**src/rtl/alu_flag_pkg.sv**
```systemverilog
package alu_flag_pkg;

  localparam int OP_W   = 3;
  localparam int COND_W = 5;
  localparam int NCOND  = 1 << COND_W;

  typedef enum logic [OP_W-1:0] {
    OP_NOP = 3'd0,
    OP_ADD = 3'd1,
    OP_SUB = 3'd2,
    OP_CMP = 3'd3,
    OP_AND = 3'd4,
    OP_TST = 3'd5
  } op_e;

  typedef struct packed {
    logic c;
    logic s;
    logic z;
    logic v;
  } flags_t;

  // condition codes
  localparam logic [COND_W-1:0] CC_ZS  = 5'd0;
  localparam logic [COND_W-1:0] CC_ZC  = 5'd1;
  localparam logic [COND_W-1:0] CC_CS  = 5'd2;
  localparam logic [COND_W-1:0] CC_CC  = 5'd3;
  localparam logic [COND_W-1:0] CC_PL  = 5'd4;
  localparam logic [COND_W-1:0] CC_MI  = 5'd5;
  localparam logic [COND_W-1:0] CC_VS  = 5'd6;
  localparam logic [COND_W-1:0] CC_VC  = 5'd7;
  localparam logic [COND_W-1:0] CC_UHI = 5'd8;
  localparam logic [COND_W-1:0] CC_UHE = 5'd9;
  localparam logic [COND_W-1:0] CC_ULO = 5'd10;
  localparam logic [COND_W-1:0] CC_ULE = 5'd11;
  localparam logic [COND_W-1:0] CC_UEQ = 5'd12;
  localparam logic [COND_W-1:0] CC_UNE = 5'd13;
  localparam logic [COND_W-1:0] CC_SGT = 5'd16;
  localparam logic [COND_W-1:0] CC_SGE = 5'd17;
  localparam logic [COND_W-1:0] CC_SLT = 5'd18;
  localparam logic [COND_W-1:0] CC_SLE = 5'd19;
  localparam logic [COND_W-1:0] CC_SEQ = 5'd20;
  localparam logic [COND_W-1:0] CC_SNE = 5'd21;

  // Decision for one condition code against a flag set.
  function automatic logic cond_hit(input logic [COND_W-1:0] code, input flags_t f);
    logic lt;
    lt = f.s ^ f.v;
    case (code)
      CC_ZS:  cond_hit = f.z;
      CC_ZC:  cond_hit = ~f.z;
      CC_CS:  cond_hit = f.c;
      CC_CC:  cond_hit = ~f.c;
      CC_PL:  cond_hit = ~f.s;
      CC_MI:  cond_hit = f.s;
      CC_VS:  cond_hit = f.v;
      CC_VC:  cond_hit = ~f.v;
      CC_UHI: cond_hit = f.c & ~f.z;
      CC_UHE: cond_hit = f.c;
      CC_ULO: cond_hit = ~f.c;
      CC_ULE: cond_hit = ~f.c | f.z;
      CC_UEQ: cond_hit = f.z;
      CC_UNE: cond_hit = ~f.z;
      CC_SGT: cond_hit = ~lt & ~f.z;
      CC_SGE: cond_hit = ~lt;
      CC_SLT: cond_hit = lt;
      CC_SLE: cond_hit = lt | f.z;
      CC_SEQ: cond_hit = f.z;
      CC_SNE: cond_hit = ~f.z;
      default: cond_hit = 1'b0;
    endcase
  endfunction

endpackage

```
**src/rtl/alu_arith_core.sv**
```systemverilog
module alu_arith_core
  import alu_flag_pkg::*;
#(
  parameter int W = 8
) (
  input  logic [OP_W-1:0] op,
  input  logic [W-1:0]    a,
  input  logic [W-1:0]    b,
  output logic [W-1:0]    value,
  output logic            carry_top_in,
  output logic            carry_top_out,
  output logic            is_logic,
  output logic            writes_flags,
  output logic            writes_result
);

  localparam int LOW_W = W - 1;

  // Sum of the low W-1 bits; its top bit is the carry into the MSB.
  function automatic logic [LOW_W:0] low_sum(input logic [LOW_W-1:0] x,
                                             input logic [LOW_W-1:0] y,
                                             input logic cin);
    low_sum = {1'b0, x} + {1'b0, y} + {{LOW_W{1'b0}}, cin};
  endfunction

  // One-bit full add of the MSB column.
  function automatic logic [1:0] top_sum(input logic x, input logic y, input logic cin);
    top_sum = {1'b0, x} + {1'b0, y} + {1'b0, cin};
  endfunction

  logic            is_sub;
  logic [W-1:0]    b_eff;
  logic [LOW_W:0]  lo;
  logic [1:0]      hi;

  always_comb begin
    is_sub        = (op == OP_SUB) || (op == OP_CMP);
    is_logic      = (op == OP_AND) || (op == OP_TST);
    writes_flags  = is_sub || is_logic || (op == OP_ADD);
    writes_result = (op == OP_ADD) || (op == OP_SUB) || (op == OP_AND);
    b_eff         = is_sub ? ~b : b;
    lo            = low_sum(a[LOW_W-1:0], b_eff[LOW_W-1:0], is_sub);
    hi            = top_sum(a[W-1], b_eff[W-1], lo[LOW_W]);
    if (is_logic) begin
      value         = a & b;
      carry_top_in  = 1'b0;
      carry_top_out = 1'b0;
    end else begin
      value         = {hi[0], lo[LOW_W-1:0]};
      carry_top_in  = lo[LOW_W];
      carry_top_out = hi[1];
    end
  end

endmodule

```
**src/rtl/alu_flag_store.sv**
```systemverilog
module alu_flag_store
  import alu_flag_pkg::*;
#(
  parameter int W = 8
) (
  input  logic         clk,
  input  logic         rst_n,
  input  logic [W-1:0] value,
  input  logic         carry_top_in,
  input  logic         carry_top_out,
  input  logic         is_logic,
  input  logic         writes_flags,
  input  logic         writes_result,
  output logic [W-1:0] res_q,
  output flags_t       flags_q
);

  flags_t flags_d;

  always_comb begin
    flags_d.c = carry_top_out;
    flags_d.s = value[W-1];
    flags_d.z = (value == '0);
    flags_d.v = is_logic ? 1'b0 : (carry_top_in ^ carry_top_out);
  end

  always_ff @(posedge clk) begin
    if (!rst_n) begin
      res_q   <= '0;
      flags_q <= '0;
    end else begin
      if (writes_result) res_q <= value;
      if (writes_flags)  flags_q <= flags_d;
    end
  end

endmodule

```
**src/rtl/alu_branch_eval.sv**
```systemverilog
module alu_branch_eval
  import alu_flag_pkg::*;
(
  input  logic [COND_W-1:0] cond,
  input  flags_t            flags,
  output logic              take
);

  logic [NCOND-1:0] hit;

  for (genvar k = 0; k < NCOND; k++) begin : g_cond
    assign hit[k] = cond_hit(COND_W'(k), flags);
  end

  assign take = hit[cond];

endmodule

```
**src/rtl/alu_branch_unit.sv**
```systemverilog
module alu_branch_unit
  import alu_flag_pkg::*;
#(
  parameter int W = 8
) (
  input  logic              clk,
  input  logic              rst_n,
  input  logic [OP_W-1:0]   op_i,
  input  logic [W-1:0]      a_i,
  input  logic [W-1:0]      b_i,
  input  logic [COND_W-1:0] cond_i,
  output logic [W-1:0]      res_o,
  output logic              c_o,
  output logic              s_o,
  output logic              z_o,
  output logic              v_o,
  output logic              take_o
);

  logic [W-1:0] core_value;
  logic         core_cin_top;
  logic         core_cout_top;
  logic         core_logic;
  logic         core_wflags;
  logic         core_wres;
  flags_t       flags_q;

  alu_arith_core #(.W(W)) u_core (
    .op            (op_i),
    .a             (a_i),
    .b             (b_i),
    .value         (core_value),
    .carry_top_in  (core_cin_top),
    .carry_top_out (core_cout_top),
    .is_logic      (core_logic),
    .writes_flags  (core_wflags),
    .writes_result (core_wres)
  );

  alu_flag_store #(.W(W)) u_store (
    .clk           (clk),
    .rst_n         (rst_n),
    .value         (core_value),
    .carry_top_in  (core_cin_top),
    .carry_top_out (core_cout_top),
    .is_logic      (core_logic),
    .writes_flags  (core_wflags),
    .writes_result (core_wres),
    .res_q         (res_o),
    .flags_q       (flags_q)
  );

  alu_branch_eval u_eval (
    .cond  (cond_i),
    .flags (flags_q),
    .take  (take_o)
  );

  assign c_o = flags_q.c;
  assign s_o = flags_q.s;
  assign z_o = flags_q.z;
  assign v_o = flags_q.v;

endmodule

```
**config.mk**
```make
export PLATFORM = sky130hd
export DESIGN_NAME = alu_branch_unit
export DESIGN_NICKNAME = d
export VERILOG_FILES = /design/src/rtl/alu_flag_pkg.sv /design/src/rtl/alu_arith_core.sv /design/src/rtl/alu_flag_store.sv /design/src/rtl/alu_branch_eval.sv /design/src/rtl/alu_branch_unit.sv
export SDC_FILE = /design/constraint.sdc
export NUM_CORES = 1
export LEC_CHECK = 0
export ABC_AREA = 1
export BUFFER_PORTS_ARGS = -buffer_cell sky130_fd_sc_hd__buf_2
export CORE_MARGIN = 1
export CORE_UTILIZATION = 32
export DETAILED_ROUTE_END_ITERATION = 12
export HOLD_SLACK_MARGIN = 0.06
export PLACE_DENSITY = 0.54
export RECOVER_POWER = 100
export SYNTH_ARGS = -nofsm -noshare
export SYNTH_HDL_FRONTEND = slang
export SYNTH_SLANG_ARGS = --single-unit
```
**constraint.sdc**
```tcl
create_clock -name clk -period 2.66 [get_ports clk]
set_input_delay 0.266 -clock clk [delete_from_list [all_inputs] [get_ports clk]]
set_output_delay 0.266 -clock clk [all_outputs]
set_load 0.01 [all_outputs]
```
Yosys cells after proc, flatten, opt, wreduce, memory -nomap -nowiden. Cells that the tools add are included.

Bits in registers: 12. Input port bits: 26. Output and inout bits: 13. Word-level logic and storage cells: 42.

$add $sub $neg: 4. Magnitude comparators: 1. Equality and inequality tests: 5. Multiplexer cells: 7. Bitwise operators: 13. Reductions and logical operators: 7.

Operators with widths (count): $mux W8 (2); $add A7 B7 Y8 (1); $add A8 B1 Y8 (1); $and A8 B8 Y8 (1); $logic_not A8 Y1 (1); $not A8 Y8 (1); $eq A3 B2 Y1 const B (2); $eq A3 B3 Y1 const B (2); $logic_or A1 B1 Y1 (6); $lt A5 B6 Y1 const B (1); $bmux W1 S5 (1); $not A1 Y1 (5); $mux W1 (4); $eq A3 B1 Y1 const B (1); $add A1 B1 Y2 (1); $add A2 B1 Y2 (1); $and A1 B1 Y1 (2); $or A1 B1 Y1 (2); $xor A1 B1 Y1 (2).

Logic depth before layout (Yosys ltp). Gate-level depths: netlist of the first run.

Word-level depth: 9. Depth in mapped cells: 23. Mapped depth without buffers: 22.

Cells and area by module. A second synthesis of the first run with hierarchy kept.

Cells, all modules: 202. Area total of the unflattened synthesis: 1229.9 µm².

Modules (own cells, without submodules): alu_arith_core (times used 1, cells an instance 107, area an instance 609.3 µm², seq. area each 0.0 µm²); alu_flag_store (times used 1, cells an instance 60, area an instance 456.7 µm², seq. area each 240.2 µm²); alu_branch_eval (times used 1, cells an instance 35, area an instance 163.9 µm², seq. area each 0.0 µm²).

Least setup slack after synthesis of the first run. Ideal clock, no wire load.

Kind: input port to flip-flop. Start point: input op_i[2]. End point: register u_store.flags_q[1] (netlist name). Data arrival time: 2724 ps. Setup slack: -130 ps. Stages: 23. Buffers on the path: 1. Cells stage by stage: inv_1 ha_1 buf_6 xor2_1 ha_1 nand2_1 inv_1 nand2_2 nand2_1 nand4_1 nand2_1 inv_1 fa_1 inv_1 nand2_4 nand2_2 a21oi_2 nand3_1 nor2_1 nand2_1 nor2_1 nand2_1 a21oi_2.

Longest elaborated chain between the ends: 8.

Ends and longest elaborated chain: from (decl) (line alu_branch_unit.sv:8) `input logic [OP_W-1:0] op_i,`; $eq A3 B2 Y1 (line alu_arith_core.sv:37) `is_sub = (op == OP_SUB) || (op == OP_CMP);`; $logic_or A1 B1 Y1 (line alu_arith_core.sv:37); $mux W8 (line alu_arith_core.sv:41) `b_eff = is_sub ? ~b : b;`; $add A7 B7 Y8 (line alu_arith_core.sv:23) `low_sum = {1'b0, x} + {1'b0, y} + {{LOW_W{1'b0}}, cin};`; $add A8 B1 Y8 (line alu_arith_core.sv:23); $add A2 B1 Y2 (line alu_arith_core.sv:28) `top_sum = {1'b0, x} + {1'b0, y} + {1'b0, cin};`; $mux W8 (line alu_arith_core.sv:44) `if (is_logic) begin`; $logic_not A8 Y1 (line alu_flag_store.sv:23) `flags_d.z = (value == '0);`.

Several ways; a longest one is shown, not always the timed one. A chain may end at the register's enable or synchronous reset.

Worst setup path in the final report of the first run.
Start point: input op_i[2]. End point: register u_store.flags_q[0] (netlist name).

Longest elaborated chain between the ends: 9.

Ends and longest elaborated chain: $eq A3 B2 Y1 (line alu_arith_core.sv:37); $logic_or A1 B1 Y1 (line alu_arith_core.sv:37); $mux W8 (line alu_arith_core.sv:41); $add A7 B7 Y8 (line alu_arith_core.sv:23); $add A8 B1 Y8 (line alu_arith_core.sv:23); $add A2 B1 Y2 (line alu_arith_core.sv:28); $mux W1 (line alu_arith_core.sv:44); $xor A1 B1 Y1 (line alu_flag_store.sv:24) `flags_d.v = is_logic ? 1'b0 : (carry_top_in ^ carry_top_out);`; $mux W1 (line alu_flag_store.sv:24).

Several ways; a longest one is shown, not always the timed one.

==> results of run 1 <==
worst min path at each step:
stage,startpoint,end,slack [ns],depth (start not counted)
CTS,rst_n,u_store.flags_q[0],0.33,3
global route,rst_n,u_store.flags_q[2],0.36,3
detailed placement,u_store.res_q[2],u_store.res_q[2],0.50,2
global placement,u_store.res_q[2],u_store.res_q[2],0.48,2
finish,rst_n,u_store.flags_q[0],0.32,3
floorplan,a_i[1],u_store.res_q[1],0.45,2
cells in the final DEF, fill, tap and decap left out, drive strengths merged:
cell and instances:
a211oi 1, inv 32, nand3 25, nand4 4, a21oi 11, clkbuf 17
nand2 52, or2 1, nor2 13, o21bai 2, buf 69, fa 2
ha 11, o211ai 1, o21ai 13, xnor2 2, xor2 6, nand3b 1
dfxtp 12, a31oi 3
final cells by class:
class / instances / area share
Multi-Input combinational cell: 148 / 0.472
Timing Repair Buffer: 82 / 0.274
Sequential cell: 12 / 0.126
Inverter: 32 / 0.0671
Tap cell: 48 / 0.0316
Clock buffer: 4 / 0.0289
Yosys cell counts:
cell      number  area, um^2
nand3_1       25         125
nand2_4        1        11.3
inv_6          1        8.76
dfxtp_1       12         240
buf_6          2        22.5
xnor2_1        2        17.5
a211oi_1       1        7.51
buf_2          2        10.0
nand3b_1       1        7.51
inv_1         31         116
o21ai_0       13        65.1
nor2_1        13        48.8
a21oi_2        2        17.5
fa_1           2        40.0
nand4_1        4        25.0
or2_2          1        6.26
xor2_1         6        52.6
nand2_1       48         180
nand2_2        3        18.8
a21oi_1        9        45.0
o211ai_1       1        7.51
a31oi_1        3        18.8
ha_1          11         138
o21bai_1       2        15.0
registers in the layout, summed over array words and instances, names as in the netlist:
name,count
u_store.flags_q,4
u_store.res_q,8
power groups by stage:
stage               sequential [mW]  clock, mW  combinational, mW
floorplan                     0.223          0              0.210
global placement              0.215          0              0.349
detailed placement            0.216          0              0.349
CTS                           0.212      0.206              0.423
global route                  0.215      0.221              0.507
finish                        0.213      0.202              0.460
metal layers:
metal	vias to the layer above	GRT usage	share of wire
met5	-	0	0
met4	0	0.0528	0.0092
met3	4	0.0232	0.035
met2	37	0.308	0.49
met1	699	0.224	0.46
li1	800	-	-
timing repair:
item / CTS / global route
resized for setup: 12 / 8
hold endpoints to repair: 0 / 0
endpoints found under the setup margin: 1 / 4
buffers inserted: 20 / 8
pin swaps: 15 / 18
through the flow:
stage               instances  TNS (ns)  hold slack (ns)  utilization  power (mW)
finish                    326   -0.0424            0.324        0.516       0.874
global route              326    -0.514            0.357        0.516       0.942
global placement          295    -0.488            0.483        0.435       0.565
detailed placement        295    -0.567            0.496        0.435       0.565
CTS                       318   -0.0334            0.325        0.496       0.841
floorplan                 196    -0.107            0.455            -       0.433
cells by family (layout without fill, tap and decap cells):
kind of cell | count (synthesis) | after routing | share of synthesized area
simple gates | 96 | 96 | 0.340
xor+xnor | 8 | 8 | 0.0563
compound gates | 31 | 31 | 0.142
buf+inv | 36 | 118 | 0.127
flops | 12 | 12 | 0.193
fa+ha+maj | 13 | 13 | 0.143
worst reg2reg max path, stage by stage (launching register included):
cell and delay, ns:
dfxtp_1 0.30, o21ai_0 0.14, o21bai_1 0.13, inv_1 0.05
==> impl_metrics.json, run 1 <==
{
  "seqCellArea_um2": 240,
  "dr.pass1.iters": 4,
  "pwr-share-seq": 0.243,
  "crit_path_end_kind": "flip-flop",
  "cp-startpoint": "op_i[2]",
  "power.switching_mw": 0.314,
  "start_util": 0.338,
  "timing.final.ws_setup_ns": -0.0399,
  "coreArea_um2": 3690,
  "fmax_mhz": 370,
  "insertion_delay_ns": 0.24,
  "grt_pass1_vias": 1349,
  "start_kind": "input pin",
  "setup.worst_path.end": "u_store.flags_q[0]",
  "vias_per_cell": 4.72,
  "arrival_ns": 2.85,
  "grt_max_degree": 16,
  "portBuffers": 38,
  "cts_tree": "yes",
  "clockRootBuffer": "clkbuf_8",
  "cpMostUsedCell": "buf_4",
  "cts_buffers": 3,
  "fin_nets": 318,
  "peakVddDrop_v": 0.000220,
  "cts_num_sinks": 12,
  "syn_area_per_cell_um2": 6.35,
  "worst-setup-path-type": "input pin to flip-flop",
  "hp-class": "input pin to flip-flop",
  "globalplace.congestion": 0.800,
  "synth.distinct_cells": 24,
  "pre_cts_ws_ns": -0.393,
  "drc": 0,
  "n_fill_cell": 386,
  "crit_buf_inv": 13,
  "p_sw_frac": 0.360,
  "syn_nets": 235,
  "p_leak_nw": 1.04,
  "hold_buffers": 0,
  "ys_seq_elements": 12,
  "syn_inst": 196,
  "drive_gt1_frac": 0.349,
  "htreeDepth": 1,
  "clk_pin_slew_ns": 0.06,
  "hpwl_um": 2620,
  "outcome": "finished, violations left",
  "final_area_um2": 1900,
  "drtAntennaViolNets": 0,
  "path_delay_family": "buffers and inverters",
  "relSlewSlack": 0.667,
  "vias": 1540,
  "die_w_um": 64.4,
  "max_stage_delay_ns": 0.30,
  "fp-row-count": 22,
  "hold_viol_final": 0,
  "setup_violations": 2,
  "drv_cap": 0,
  "worstMarginPinSlew_ns": 0.499,
  "p_clk_frac": 0.231,
  "syn_area_um2": 1240,
  "place_area_um2": 1600,
  "internal-power_mw": 0.560,
  "ff2ff_path_depth": 3,
  "wl_per_cell_um": 11.4,
  "fin_crit_sh": 1.02,
  "pin_count": 39,
  "rsz0062_at_grt": "true",
  "ys_seq_area_frac": 0.193,
  "wl_um": 3710,
  "clockBufferDepth": 2,
  "grt_pass1_wl_um": 5740,
  "syn_to_final_growth_pct": 52.9,
  "antenna_found_initial": 0,
  "skew_ns": 0,
  "grt_overflow_total": 0,
  "die_h_um": 64.4,
  "die_area_um2": 4140,
  "r2r-end": "u_store.res_q[6]",
  "cp_slowest_cell": "ha_1",
  "drtIter0Drc": 62,
  "report.final.slew_viol_count": 0,
  "cp_num_cells": 21,
  "multi_input_area_um2": 898,
  "combPwrFrac": 0.526,
  "rr_startpoint": "u_store.res_q[6]",
  "critPathRequiredTime_ns": 2.81,
  "rrSetupSlack_ns": 1.94,
  "p_per_area_nw_per_um2": 460,
  "antenna_cells": 0,
  "track_usage": 0.177,
  "violations": "setup timing",
  "cp_cell_sequence": "buf_8 > inv_4 > ha_4 > buf_4 > xor2_1 > ha_1 > buf_4 > a21oi_1 > nand2_2 > buf_4 > buf_4 > buf_4 > buf_4 > buf_4 > buf_4 > buf_4 > buf_4 > nand4_1 > nand3_1 > nand2_1 > inv_1",
  "ys.warnings.count": 0,
  "fin_crit_ns": 2.70,
  "cp_max_fo": 6
}
Power figures use the tool's default switching activity.
==> inputs of run 2 (changes only) <==
--- a/config.mk
+++ b/config.mk
@@ -7,11 +7,13 @@
 export LEC_CHECK = 0
 export ABC_AREA = 1
 export BUFFER_PORTS_ARGS = -buffer_cell sky130_fd_sc_hd__buf_2
+export CELL_PAD_IN_SITES_DETAIL_PLACEMENT = 0
+export CELL_PAD_IN_SITES_GLOBAL_PLACEMENT = 1
 export CORE_MARGIN = 1
-export CORE_UTILIZATION = 32
+export CORE_UTILIZATION = 31
 export DETAILED_ROUTE_END_ITERATION = 12
 export HOLD_SLACK_MARGIN = 0.06
-export PLACE_DENSITY = 0.54
+export PLACE_DENSITY = 0.73
 export RECOVER_POWER = 100
 export SYNTH_ARGS = -nofsm -noshare
 export SYNTH_HDL_FRONTEND = slang
==> impl_metrics.json, run 2 (synthesized netlist as in run 1, its figures left out) <==
{
  "outcome": "finished, violations left",
  "violations": "setup timing",
  "die_w_um": 65.4,
  "clockBufferDepth": 2,
  "cts_num_sinks": 12,
  "setup_violations": 1,
  "grt_pass1_vias": 1366,
  "peakVddDrop_v": 0.000193,
  "globalplace.congestion": 0.816,
  "worstMarginPinSlew_ns": 0.481,
  "vias": 1440,
  "fmax_mhz": 371,
  "vias_per_cell": 4.62,
  "regMostFlops": "u_store.res_q",
  "relSlewSlack": 0.679,
  "hold_buffers": 0,
  "p_per_area_nw_per_um2": 456,
  "biggestRegsByFlops": "u_store.res_q x8, u_store.flags_q x4",
  "htreeDepth": 1,
  "drtAntennaViolNets": 0,
  "rrSetupSlack_ns": 1.90,
  "clockRootBuffer": "clkbuf_8",
  "cts_tree": "yes",
  "stdcell_count": 312,
  "hp-class": "input pin to flip-flop",
  "mostFrequentLayoutCells": "45 x nand2_1, 28 x buf_4, 26 x inv_1",
  "hpwl_um": 2600,
  "grt_pass1_wl_um": 5700,
  "report.final.slew_viol_count": 0,
  "fin_crit_ns": 2.70,
  "fin_crit_sh": 1.01,
  "portBuffers": 38,
  "die_area_um2": 4270,
  "utilization": 0.480,
  "critPathRequiredTime_ns": 2.84,
  "wl_um": 3360,
  "syn_to_final_growth_pct": 44.4,
  "drive_gt1_frac": 0.307,
  "hold_viol_final": 0,
  "wl_per_cell_um": 10.8,
  "drc": 0,
  "grt_max_degree": 16,
  "insertion_delay_ns": 0.24,
  "start_kind": "input pin",
  "cts_buffers": 3,
  "timing.final.ws_setup_ns": -0.0373,
  "crit_path_end_kind": "flip-flop",
  "arrival_ns": 2.87,
  "dp.cells": 296,
  "grt_overflow_total": 0,
  "worst-setup-path-type": "input pin to flip-flop",
  "antenna_found_initial": 0,
  "final_area_um2": 1800,
  "fin_nets": 304,
  "pin_count": 39,
  "drtIter0Drc": 72,
  "die_h_um": 65.4,
  "dr.pass1.iters": 4,
  "antenna_cells": 0,
  "coreArea_um2": 3740,
  "rsz0062_at_grt": "true",
  "p_leak_nw": 0.963,
  "track_usage": 0.169,
  "drv_cap": 0,
  "place_area_um2": 1600,
  "skew_ns": 0,
  "clk_pin_slew_ns": 0.05,
  "cp_max_fo": 3,
  "fp-row-count": 22,
  "start_util": 0.333,
  "largest_reg_flops": 8,
  "final_common_cell": "nand2_1"
}
## run 2: path summary, 6_finish.rpt
path / cells after the start / end / start
hold reg to reg: 2 / u_store.flags_q[3] / u_store.flags_q[3]
hold / removal: 3 / u_store.flags_q[0] / rst_n
setup / recovery: 24 / u_store.flags_q[1] / op_i[1]
setup reg to reg: 3 / u_store.res_q[5] / u_store.res_q[5]
## run 2: area by class of cell
class	count	area, um^2
inverters	32	128
flip-flops and latches	12	240
fillers	413	1950
repair buffers	68	423
multi-input cells	148	892
clock buffers	4	55.1
well taps	48	60.1
## run 2: report_power, final
part / leakage [nW] / switching [mW] / internal, mW
Sequential: 0.0991 / 0.0126 / 0.199
Clock: 0.0288 / 0.0672 / 0.131
Combinational: 0.835 / 0.212 / 0.199
## run 2: metal layers
| metal | global-route usage | share of wire |
|---|---|---|
| met5 | 0 | 0 |
| met3 | 0.0365 | 0.058 |
| met1 | 0.221 | 0.47 |
| met4 | 0.0516 | 0.0069 |
| met2 | 0.274 | 0.46 |
## run 2: what timing repair did
item | CTS | global route
pin swaps | 11 | 13
resized for setup | 13 | 8
buffers inserted | 10 | 2
endpoints found under the setup margin | 1 | 4
gates cloned | 0 | 0
## run 2: metrics by stage
step,hold slack [ns],total power [mW],worst slack [ns],setup TNS [ns]
2_1_floorplan,0.455,0.433,-0.107,-0.107
4_1_cts,0.354,0.811,-0.106,-0.106
3_3_place_gp,0.487,0.570,-0.314,-0.563
3_5_place_dp,0.483,0.567,-0.373,-0.641
5_1_grt,0.378,0.890,-0.270,-0.270
6_report,0.356,0.821,-0.0373,-0.0373
## run 2: critical path: stages
cell	delay [ns]
buf_8	0.10
ha_4	0.15
buf_6	0.11
xor2_1	0.13
ha_1	0.33
nand2_1	0.09
nand2_2	0.06
inv_2	0.06
nand2_2	0.05
buf_4	0.12
buf_4	0.12
buf_4	0.12
buf_4	0.12
buf_4	0.12
buf_4	0.12
buf_4	0.12
buf_4	0.12
nand2_1	0.05
nand3_1	0.06
nand2_1	0.11
nand2_1	0.07
nor2_1	0.08
nand2_1	0.06
a21oi_2	0.10
==> inputs of run 3 (changes only) <==
--- a/config.mk
+++ b/config.mk
@@ -15,6 +15,7 @@
 export HOLD_SLACK_MARGIN = 0.06
 export PLACE_DENSITY = 0.73
 export RECOVER_POWER = 100
+export SETUP_SLACK_MARGIN = 0.3
 export SYNTH_ARGS = -nofsm -noshare
 export SYNTH_HDL_FRONTEND = slang
 export SYNTH_SLANG_ARGS = --single-unit
==> impl_metrics.json, run 3 (synthesized netlist as in run 1, its figures left out) <==
{
  "grt_pass1_wl_um": 6070,
  "wl_met1_um": 1620,
  "mostFrequentLayoutCells": "45 x nand2_1, 26 x inv_1, 25 x nand3_1",
  "largest_reg_flops": 8,
  "fp-row-count": 22,
  "met2WireLength_um": 1650,
  "clk_pin_slew_ns": 0.06,
  "die_area_um2": 4270,
  "biggestRegsByFlops": "u_store.res_q x8, u_store.flags_q x4",
  "final_common_cell": "nand2_1",
  "max_stage_delay_ns": 0.51,
  "antenna_found_initial": 0,
  "report.final.slew_viol_count": 0,
  "timing.final.ws_setup_ns": -0.0815,
  "drc": 0,
  "clockBufferDepth": 2,
  "cpMostUsedCell": "a21oi_2",
  "wl_met3_um": 167,
  "dr.pass1.iters": 4,
  "worstMarginPinSlew_ns": 0.469,
  "outcome": "finished, violations left",
  "antenna_cells": 0,
  "clockRootBuffer": "clkbuf_8",
  "dr.max_layer_used": "met4",
  "fin_crit_ns": 2.74,
  "fmax_mhz": 365,
  "rsz0062_at_grt": "true",
  "peakVddDrop_v": 0.000158,
  "syn_to_final_growth_pct": 52.6,
  "utilization": 0.507,
  "grt_max_degree": 16,
  "drtAntennaViolNets": 0,
  "wl_per_cell_um": 11.0,
  "cts_buffers": 3,
  "dp.cells": 295,
  "path_delay_family": "adder cells",
  "cp_cell_sequence": "buf_12 > inv_12 > ha_4 > buf_4 > xor2_1 > ha_2 > a21oi_2 > o21ai_1 > a21oi_2 > nand2_2 > inv_2 > fa_1 > inv_2 > nand2_4 > nand2_2 > a21oi_2 > nand3_1 > nor2_1 > nand2_1 > nor2_1 > nand2_1 > a21oi_2",
  "hp-class": "input pin to flip-flop",
  "htreeDepth": 1,
  "arrival_ns": 2.92,
  "fin_crit_sh": 1.03,
  "p_leak_nw": 1.01,
  "start_util": 0.333,
  "die_w_um": 65.4,
  "cp_slowest_cell": "fa_1",
  "regMostFlops": "u_store.res_q",
  "vias": 1492,
  "cts_num_sinks": 12,
  "grt_pass1_vias": 1452,
  "n_fill_cell": 410,
  "relSlewSlack": 0.687,
  "violations": "setup timing",
  "die_h_um": 65.4,
  "fin_nets": 311,
  "drv_cap": 0,
  "critPathRequiredTime_ns": 2.84,
  "skew_ns": 0,
  "wl_um": 3500,
  "p_per_area_nw_per_um2": 447,
  "cp_max_fo": 6,
  "coreArea_um2": 3740,
  "track_usage": 0.182,
  "pre_cts_ws_ns": -0.303,
  "crit_buf_inv": 5,
  "pin_count": 39,
  "portBuffers": 38,
  "hold_buffers": 0,
  "hpwl_um": 2640,
  "drtIter0Drc": 47,
  "crit_path_end_kind": "flip-flop",
  "start_kind": "input pin",
  "insertion_delay_ns": 0.25,
  "drive_gt1_frac": 0.333,
  "globalplace.congestion": 0.849,
  "cts_tree": "yes",
  "worst-setup-path-type": "input pin to flip-flop",
  "grt_overflow_total": 0,
  "setup_violations": 1,
  "stdcell_count": 318,
  "vias_per_cell": 4.69,
  "hold_viol_final": 0
}
run 3: changes by cell type in the layout (fill, tap and decap cells not counted), sizes merged:
cell / change
buf: +9
clkbuf: -3
run 3: worst paths after layout:
path | from | to | slack, ns | cells after the start
max | op_i[2] | u_store.flags_q[1] | -0.08 | 22
min | rst_n | u_store.flags_q[0] | 0.34 | 3
max reg2reg | u_store.res_q[6] | u_store.res_q[6] | 1.92 | 3
min reg2reg | u_store.flags_q[3] | u_store.flags_q[3] | 0.50 | 2
run 3: stage by stage:
step / hold WS [ns] / cell area, um^2 / setup TNS (ns) / power [mW]
2_1_floorplan: 0.455 / 1270 / -0.0471 / 0.435
3_3_place_gp: 0.486 / 1620 / -0.340 / 0.571
3_5_place_dp: 0.491 / 1620 / -0.417 / 0.569
4_1_cts: 0.339 / 1810 / 0 / 0.805
5_1_grt: 0.359 / 1900 / -0.447 / 0.917
6_report: 0.337 / 1900 / -0.0815 / 0.848
run 3: worst min-delay path, stage by stage:
cell and delay [ns]:
buf_2 0.16, nand2_1 0.08, inv_1 0.03
run 3: layout make-up:
class / instances / area, um^2 / share of cell area
clock buffers: 3 / 41.3 / 0.0217
inverters: 32 / 138 / 0.0725
multi-input cells: 148 / 897 / 0.472
flip-flops and latches: 12 / 240 / 0.126
well taps: 48 / 60.1 / 0.0316
repair buffers: 75 / 523 / 0.275
run 3: routing by layer:
| metal | GRT usage | vias up |
|---|---|---|
| li1 | - | 790 |
| met1 | 0.223 | 656 |
| met2 | 0.307 | 39 |
| met3 | 0.0399 | 7 |
| met4 | 0.0679 | 0 |
| met5 | 0 | - |
run 3: repair_timing:
item / 4_1_cts / 5_1_grt
pin swaps: 8 / 10
setup buffers: 15 / 5
gates resized for setup: 12 / 20
endpoints found under the setup margin: 3 / 4
run 3: power by group:
| part | total (mW) | switching, mW | internal, mW |
|---|---|---|---|
| sequential | 0.212 | 0.0122 | 0.199 |
| combinational | 0.465 | 0.226 | 0.240 |
| clock | 0.172 | 0.0717 | 0.100 |
